## src/rtl/gray_step_pkg.sv

```systemverilog
package gray_step_pkg;

    typedef enum logic [1:0] {
        ACT_HOLD  = 2'd0,
        ACT_STEP  = 2'd1,
        ACT_LOAD  = 2'd2,
        ACT_CLEAR = 2'd3
    } step_act_e;

endpackage

```

## src/rtl/gray_step_select.sv

```systemverilog
module gray_step_select
    import gray_step_pkg::*;
(
    input  logic      rst,
    input  logic      en,
    input  logic      load,
    output step_act_e act
);

    // Priority: clear, then load, then step, then hold.
    always_comb begin
        if (rst)       act = ACT_CLEAR;
        else if (load) act = ACT_LOAD;
        else if (en)   act = ACT_STEP;
        else           act = ACT_HOLD;
    end

endmodule

```

## src/rtl/gray_step_successor.sv

```systemverilog
module gray_step_successor #(
    parameter int WIDTH = 3
) (
    input  logic [WIDTH-1:0] cur,
    output logic [WIDTH-1:0] nxt
);

    localparam int TOP = WIDTH - 1;

    logic             odd;
    logic [WIDTH-1:0] lowest;
    logic [WIDTH-1:0] flip;

    // Parity picks the rule. The one-hot lowest set bit is computed once
    // and shared by every flip position above bit 0.
    assign odd    = ^cur;
    assign lowest = cur & (~cur + WIDTH'(1));

    generate
        for (genvar b = 0; b < WIDTH; b++) begin : g_flip
            if (b == 0) begin : g_lsb
                assign flip[b] = ~odd;
            end else if (b == TOP) begin : g_msb
                // Above the lowest bit, or wrap when the MSB is the lowest bit.
                assign flip[b] = odd & (lowest[b-1] | lowest[b]);
            end else begin : g_mid
                assign flip[b] = odd & lowest[b-1];
            end
        end
    endgenerate

    assign nxt = cur ^ flip;

endmodule

```

## src/rtl/gray_step_register.sv

```systemverilog
module gray_step_register
    import gray_step_pkg::*;
#(
    parameter int WIDTH = 3
) (
    input  logic             clk,
    input  step_act_e        act,
    input  logic [WIDTH-1:0] succ,
    input  logic [WIDTH-1:0] load_word,
    output logic [WIDTH-1:0] word
);

    always_ff @(posedge clk) begin
        unique case (act)
            ACT_CLEAR: word <= '0;
            ACT_LOAD:  word <= load_word;
            ACT_STEP:  word <= succ;
            ACT_HOLD:  word <= word;
        endcase
    end

endmodule

```

## src/rtl/gray_step_counter.sv

```systemverilog
module gray_step_counter
    import gray_step_pkg::*;
#(
    parameter int WIDTH = 3
) (
    input  logic             clk,
    input  logic             rst,
    input  logic             en,
    input  logic             load,
    input  logic [WIDTH-1:0] load_word,
    output logic [WIDTH-1:0] word,
    output logic [WIDTH-1:0] next_word
);

    step_act_e act;

    gray_step_select u_select (
        .rst  (rst),
        .en   (en),
        .load (load),
        .act  (act)
    );

    gray_step_successor #(.WIDTH(WIDTH)) u_successor (
        .cur (word),
        .nxt (next_word)
    );

    gray_step_register #(.WIDTH(WIDTH)) u_register (
        .clk       (clk),
        .act       (act),
        .succ      (next_word),
        .load_word (load_word),
        .word      (word)
    );

endmodule

```

## config.mk

```make
export PLATFORM = sky130hd
export DESIGN_NAME = gray_step_counter
export DESIGN_NICKNAME = d
export VERILOG_FILES = /design/src/rtl/gray_step_pkg.sv /design/src/rtl/gray_step_select.sv /design/src/rtl/gray_step_successor.sv /design/src/rtl/gray_step_register.sv /design/src/rtl/gray_step_counter.sv
export SDC_FILE = /design/constraint.sdc
export NUM_CORES = 1
export LEC_CHECK = 0
export ABC_AREA = 1
export CORE_AREA = 2 2 39 41
export DETAILED_ROUTE_END_ITERATION = 12
export DIE_AREA = 0 0 41 43
export HOLD_SLACK_MARGIN = 0.1
export PLACE_DENSITY = 0.53
export SLEW_MARGIN = 40
export SYNTH_ARGS = -nofsm -noshare
export SYNTH_HDL_FRONTEND = slang
export SYNTH_SLANG_ARGS = --single-unit
```

## constraint.sdc

```tcl
create_clock -name clk -period 1.1 [get_ports clk]
set_input_delay 0.165 -clock clk [delete_from_list [all_inputs] [get_ports clk]]
set_output_delay 0.165 -clock clk [all_outputs]
set_load 0.01 [all_outputs]
```

==> results.toml, run 1 <==
[run_status]
run_status = "finished, violations left"
violations = "negative setup slack"

[sta]
post-route-min-period_ns = 1.28
fmax_ghz = 0.783
fin_crit_sh_pct = 116
hold_viol = 0
drv_slew = 0
rsz0062_at_grt = "yes"
worst_slew_pin_slew_ns = 0.140
fin_ws_ns = -0.176
setup_viol = 7
maxSlewHeadroom_pct = 90.6
fin_worst_skew_ns = 0.00181

[detailed_routing]
via_per_inst = 3.91
routedWlPerCell_um = 8.55
drt_iter0_markers = 1
first_pass_iters = 2
drc = 0
wirelength_um = 633
vias = 289
antenna_left = 0

[yosys]
ys_seq_area_share_pct = 34.6
synth_top_family_by_area = "simple AND/OR/NAND/NOR gates"
yosys.area_share.adder_pct = 14.4
yosys.area.top_type_share_pct = 34.6
syn_area_um2 = 260
synth_xor_area_share_pct = 6.25
yosys.area_share.simple_pct = 22.1
synth_common_cells = "inv_1 (5), nand2_1 (5)"
async_reset_ff_share_pct = 0
synth_edf_count = 3
muxShareOfSynthArea_pct = 0
yosysUniqueCellTypes = 13
synth-compound-area-share_pct = 13.9
synth.top_cells.by_area = "edfxtp_1 (35%), ha_1 (14%), a21oi_2 (10%), inv_1 (7.2%), nand2_1 (7.2%)"
avgSynthCellArea_um2 = 8.97
synthFlopType = "edfxtp_1"
yosysWarnings = 0
synthCells = 29
syn_nets = 39
yosys.area.top_type = "edfxtp_1"
ys_seq_elements = 3

[grt]
grt_max_degree = 4
grt_pass1_vias = 280
gr-total-overflow = 0
globalRouteTotalUtil_pct = 10.2
grt_pass1_wl_mm = 1.11
antenna_found_initial = 0

[final_layout]
multi_input_area_um2 = 195
antenna_cells = 0
area_delta_synth_final_pct = 125
largest_reg_flops = 3
regArea_um2 = 90.1
regMostFlops = "u_register.word"
stdcell_count = 74
fillers = 147
largest_registers = "u_register.word (3)"
final_core_util_pct = 42.4
layout.nets = 69
design_area_um2 = 587
drive_gt1_share_pct = 70.7

[clock_network]
clk-insertion-delay-late_ns = 0.23
hold_buffers = 0
clock-sinks = 3
cts_buffers = 3
cts_tree = "built"
htree_levels = 1
root_buffer = "clkbuf_4"
clock_path_buffers = 2
clk_pin_slew_ns = 0.04

[hold_path]
holdCritStartpoint = "load"
min_to = "u_register.word[0]"
min_path_type = "primary input to register"
hold_path_depth = 4

[setup_path]
rrSetupSlack_ns = -0.13
path_class = "register to output pin"
crit_path_start_kind = "register"
crit_path_end_kind = "output pin"
crit-reg2reg-capture = "u_register.word[1]"
rr_worst_depth = 7
timing.rr.start = "u_register.word[0]"
worstPathRequired_ns = 0.94
worstPathMaxFanout = 3
crit_arrival_ns = 1.11

[placement]
gp_congestion = 0.679
portBuffers = 12
dpl.hpwl_um = 425
pre_cts_ws_ns = -0.467
dp_cells = 65
placedInstanceArea_um2 = 460

[floorplan]
design.core.area_mm2 = 0.00138
ioPinCount = 13
start_util_pct = 18.8
die_area_mm2 = 0.00176
die_x_um = 41
dieHeight_um = 43
rows = 14

[power_and_ir_drop]
leakage_nw = 0.260
peakVddDrop_mv = 0.465
cellPowerDensity_mw_per_mm2 = 1020
p_total_w = 0.000596

[job]
maxCapViolations = 0
-- report_power, final --
group | leakage, nW | total [W] | internal, W | switching, W
Sequential | 0.0350 | 0.000145 | 0.000138 | 0.00000739
Combinational | 0.210 | 0.000260 | 0.000154 | 0.000106
Clock | 0.0150 | 0.000191 | 0.000136 | 0.0000553
Total | 0.260 | 0.000596 | 0.000428 | 0.000168
-- metrics by stage --
step | setup TNS [ns] | hold WS (ns)
global placement | -3.34 | 0.851
floorplan | 0 | 0.432
detailed placement | -3.51 | 0.859
CTS | -0.690 | 0.567
finish | -0.803 | 0.573
global route | -1.17 | 0.603
-- what timing repair did --
action / CTS / global route
hold endpoints to repair: 0 / 0
pin swaps: 5 / 0
endpoints found under the setup margin: 12 / 8
buffers inserted: 6 / 1
resized for setup: 46 / 5
-- layout by cell type, fill, tap and decap left out, types with 2 or more instances in the layout --
master	instances
dlygate4sd2_1	3
nand2_2	2
clkbuf_4	3
a21oi_2	4
buf_6	9
edfxtp_1	3
nand2_1	3
inv_4	2
ha_2	2
nand2_4	3
buf_4	8
inv_1	3
buf_2	2
clkdlybuf4s50_1	3
-- layer usage --
layer | GRT usage, % | up-vias | wire length, µm | part of all wire, %
met1 | 9.03 | 126 | 235 | 37
met5 | 0 | - | 0 | 0
met2 | 16.3 | 14 | 340 | 54
met3 | 4.71 | 0 | 57 | 9.0
li1 | - | 149 | - | -
met4 | 8.00 | 0 | 0 | 0
-- worst max path at each step --
stage,to,cells after the start,startpoint
global route,next_word[1],5,u_register.word[0]
floorplan,u_register.word[2],3,u_register.word[1]
finish,next_word[1],5,u_register.word[0]
CTS,next_word[0],3,u_register.word[1]
detailed placement,u_register.word[2],7,load
global placement,u_register.word[0],7,load
-- worst max-delay path, stage by stage, from the launching register on --
cell	delay, ns
edfxtp_1	0.41
buf_6	0.15
buf_6	0.11
nand2_4	0.06
nand2_4	0.05
buf_6	0.11
-- area by class of cell --
type,instances,share of cell area (%)
well taps,16,3.41
multi-input cells,20,33.3
repair buffers,25,38.8
flip-flops and latches,3,15.4
clock buffers,4,4.48
inverters,6,4.69
-- logic make-up after synthesis --
group	after synthesis
xor+xnor	1
simple gates	11
flops	3
compound gates	5
fa+ha+maj	3
buf+inv	6
No activity file was read; power rests on OpenSTA's default activity.
==> run 2, diff against run 1 <==
--- a/config.mk
+++ b/config.mk
@@ -6,11 +6,13 @@
 export NUM_CORES = 1
 export LEC_CHECK = 0
 export ABC_AREA = 1
+export CELL_PAD_IN_SITES_DETAIL_PLACEMENT = 0
+export CELL_PAD_IN_SITES_GLOBAL_PLACEMENT = 1
 export CORE_AREA = 2 2 39 41
 export DETAILED_ROUTE_END_ITERATION = 12
 export DIE_AREA = 0 0 41 43
 export HOLD_SLACK_MARGIN = 0.1
-export PLACE_DENSITY = 0.53
+export PLACE_DENSITY = 0.68
 export SLEW_MARGIN = 40
 export SYNTH_ARGS = -nofsm -noshare
 export SYNTH_HDL_FRONTEND = slang
==> results.toml, run 2 (synthesized netlist as in run 1, its figures left out) <==
[run_status]
run_status = "finished, violations left"
violations = "negative setup slack"

[detailed_routing]
antenna_left = 0
first_pass_iters = 2
drc = 0
drt_iter0_markers = 4
routedWlPerCell_um = 7.59
wirelength_um = 539
vias = 269
via_per_inst = 3.79

[grt]
antenna_found_initial = 0
grt_max_degree = 4
gr-total-overflow = 0
grt_pass1_wl_um = 931
grt_pass1_vias = 240
globalRouteTotalUtil_pct = 8.36

[sta]
fin_ws_ns = -0.144
fmax_ghz = 0.804
finalHoldWorstSlack_ns = 0.627
maxSlewHeadroom_pct = 89.8
fin_crit_sh_pct = 113
drv_slew = 0
worst_slew_pin_slew_ns = 0.153
fin_worst_skew_ns = 0.00149
post-route-min-period_ns = 1.24
rsz0062_at_grt = "yes"
hold_viol = 0
setup_viol = 6

[setup_path]
crit_path_start_kind = "register"
critical_path.max_stage_delay_ns = 0.39
worstPathRequired_ns = 0.94
startpoint = "u_register.word[2]"
path_class = "register to output pin"
timing.rr.start = "u_register.word[1]"
crit_path_frequent_cell = "buf_6"
worstPathMaxFanout = 2
crit_end = "next_word[0]"
rrSetupSlack_ns = -0.06
worstPathCellList = "buf_6, xnor2_4, buf_6"
crit_arrival_ns = 1.08
crit-reg2reg-capture = "u_register.word[1]"
crit_slowest_cell = "edfxtp_1"
rr_worst_depth = 6
crit_path_end_kind = "output pin"

[clock_network]
hold_buffers = 0
clock-sinks = 3
cts_tree = "built"
clock_path_buffers = 2
root_buffer = "clkbuf_4"
cts_buffers = 3
htree_levels = 1
clk-insertion-delay-late_ns = 0.23
clk_pin_slew_ns = 0.04

[placement]
gp_congestion = 0.717
pre_cts_ws_ns = -0.440
dpl.hpwl_um = 415
portBuffers = 12

[final_layout]
layout.nets = 66
regMostFlops = "u_register.word"
largest_registers = "u_register.word (3)"
drive_gt1_share_pct = 61.8
area_delta_synth_final_pct = 107
largest_reg_flops = 3
final_cell_mix = "buf_6 (6), buf_4 (6), inv_1 (5), a21oi_2 (4), nand2_2 (4)"
antenna_cells = 0

[job]
maxCapViolations = 0

[floorplan]
rows = 14
design.core.area_mm2 = 0.00138
die_x_um = 41
die_area_mm2 = 0.00176
start_util_pct = 18.8
ioPinCount = 13
dieHeight_um = 43

[power_and_ir_drop]
cellPowerDensity_mw_per_mm2 = 1060
peakVddDrop_mv = 0.370
p_total_w = 0.000569
leakage_nw = 0.242

[hold_path]
min_path_type = "primary input to register"
run 2: cell type report:
cell class / instances / area (µm²)
Timing Repair Buffer: 22 / 189
Clock buffer: 4 / 26.3
Sequential cell: 3 / 90.1
Inverter: 6 / 22.5
Tap cell: 16 / 20.0
Fill cell: 154 / 846
Multi-Input combinational cell: 20 / 190
run 2: through the flow:
stage	std cells	TNS [ns]	util [%]	area (µm²)
4_1_cts	71	-0.686	36.8	509
3_3_place_gp	64	-3.21	32.7	453
2_1_floorplan	29	0	-	260
3_5_place_dp	64	-3.31	32.7	453
5_1_grt	71	-0.777	38.9	538
6_report	71	-0.513	38.9	538
run 2: where the power goes:
part	internal, W	total, W	leakage (nW)	switching [W]
combinational	0.000135	0.000228	0.192	0.0000932
clock	0.000136	0.000196	0.0150	0.0000595
sequential	0.000138	0.000145	0.0350	0.00000726
total	0.000409	0.000569	0.242	0.000160
run 2: repair_timing:
action	in CTS	in global routing
buffers inserted	3	0
hold endpoints to repair	0	0
endpoints found under the setup margin	12	8
cloned	0	0
pin swaps	4	0
gates resized for setup	33	8
run 2: worst min path at each step:
| stage | slack [ns] | depth (start not counted) | to | startpoint |
|---|---|---|---|---|
| CTS | 0.62 | 3 | u_register.word[0] | load_word[0] |
| detailed placement | 0.86 | 3 | u_register.word[2] | u_register.word[1] |
| global placement | 0.87 | 3 | u_register.word[0] | load_word[0] |
| global route | 0.65 | 3 | u_register.word[0] | load_word[0] |
| floorplan | 0.43 | 2 | u_register.word[0] | load_word[0] |
| finish | 0.63 | 3 | u_register.word[0] | load_word[0] |
run 2: layer usage:
layer	up-vias	part of all wire, %	global-route usage [%]
met3	4	12	3.14
li1	143	-	-
met1	108	40	9.09
met5	-	0	0
met2	14	44	11.6
met4	0	4.3	8.00
run 2: worst max-delay path: cells and delay by family, from the launching register on:
family | cells | cell delay, ns
XOR/XNOR | 1 | 0.18
flip-flops | 1 | 0.39
buffers and inverters | 2 | 0.27
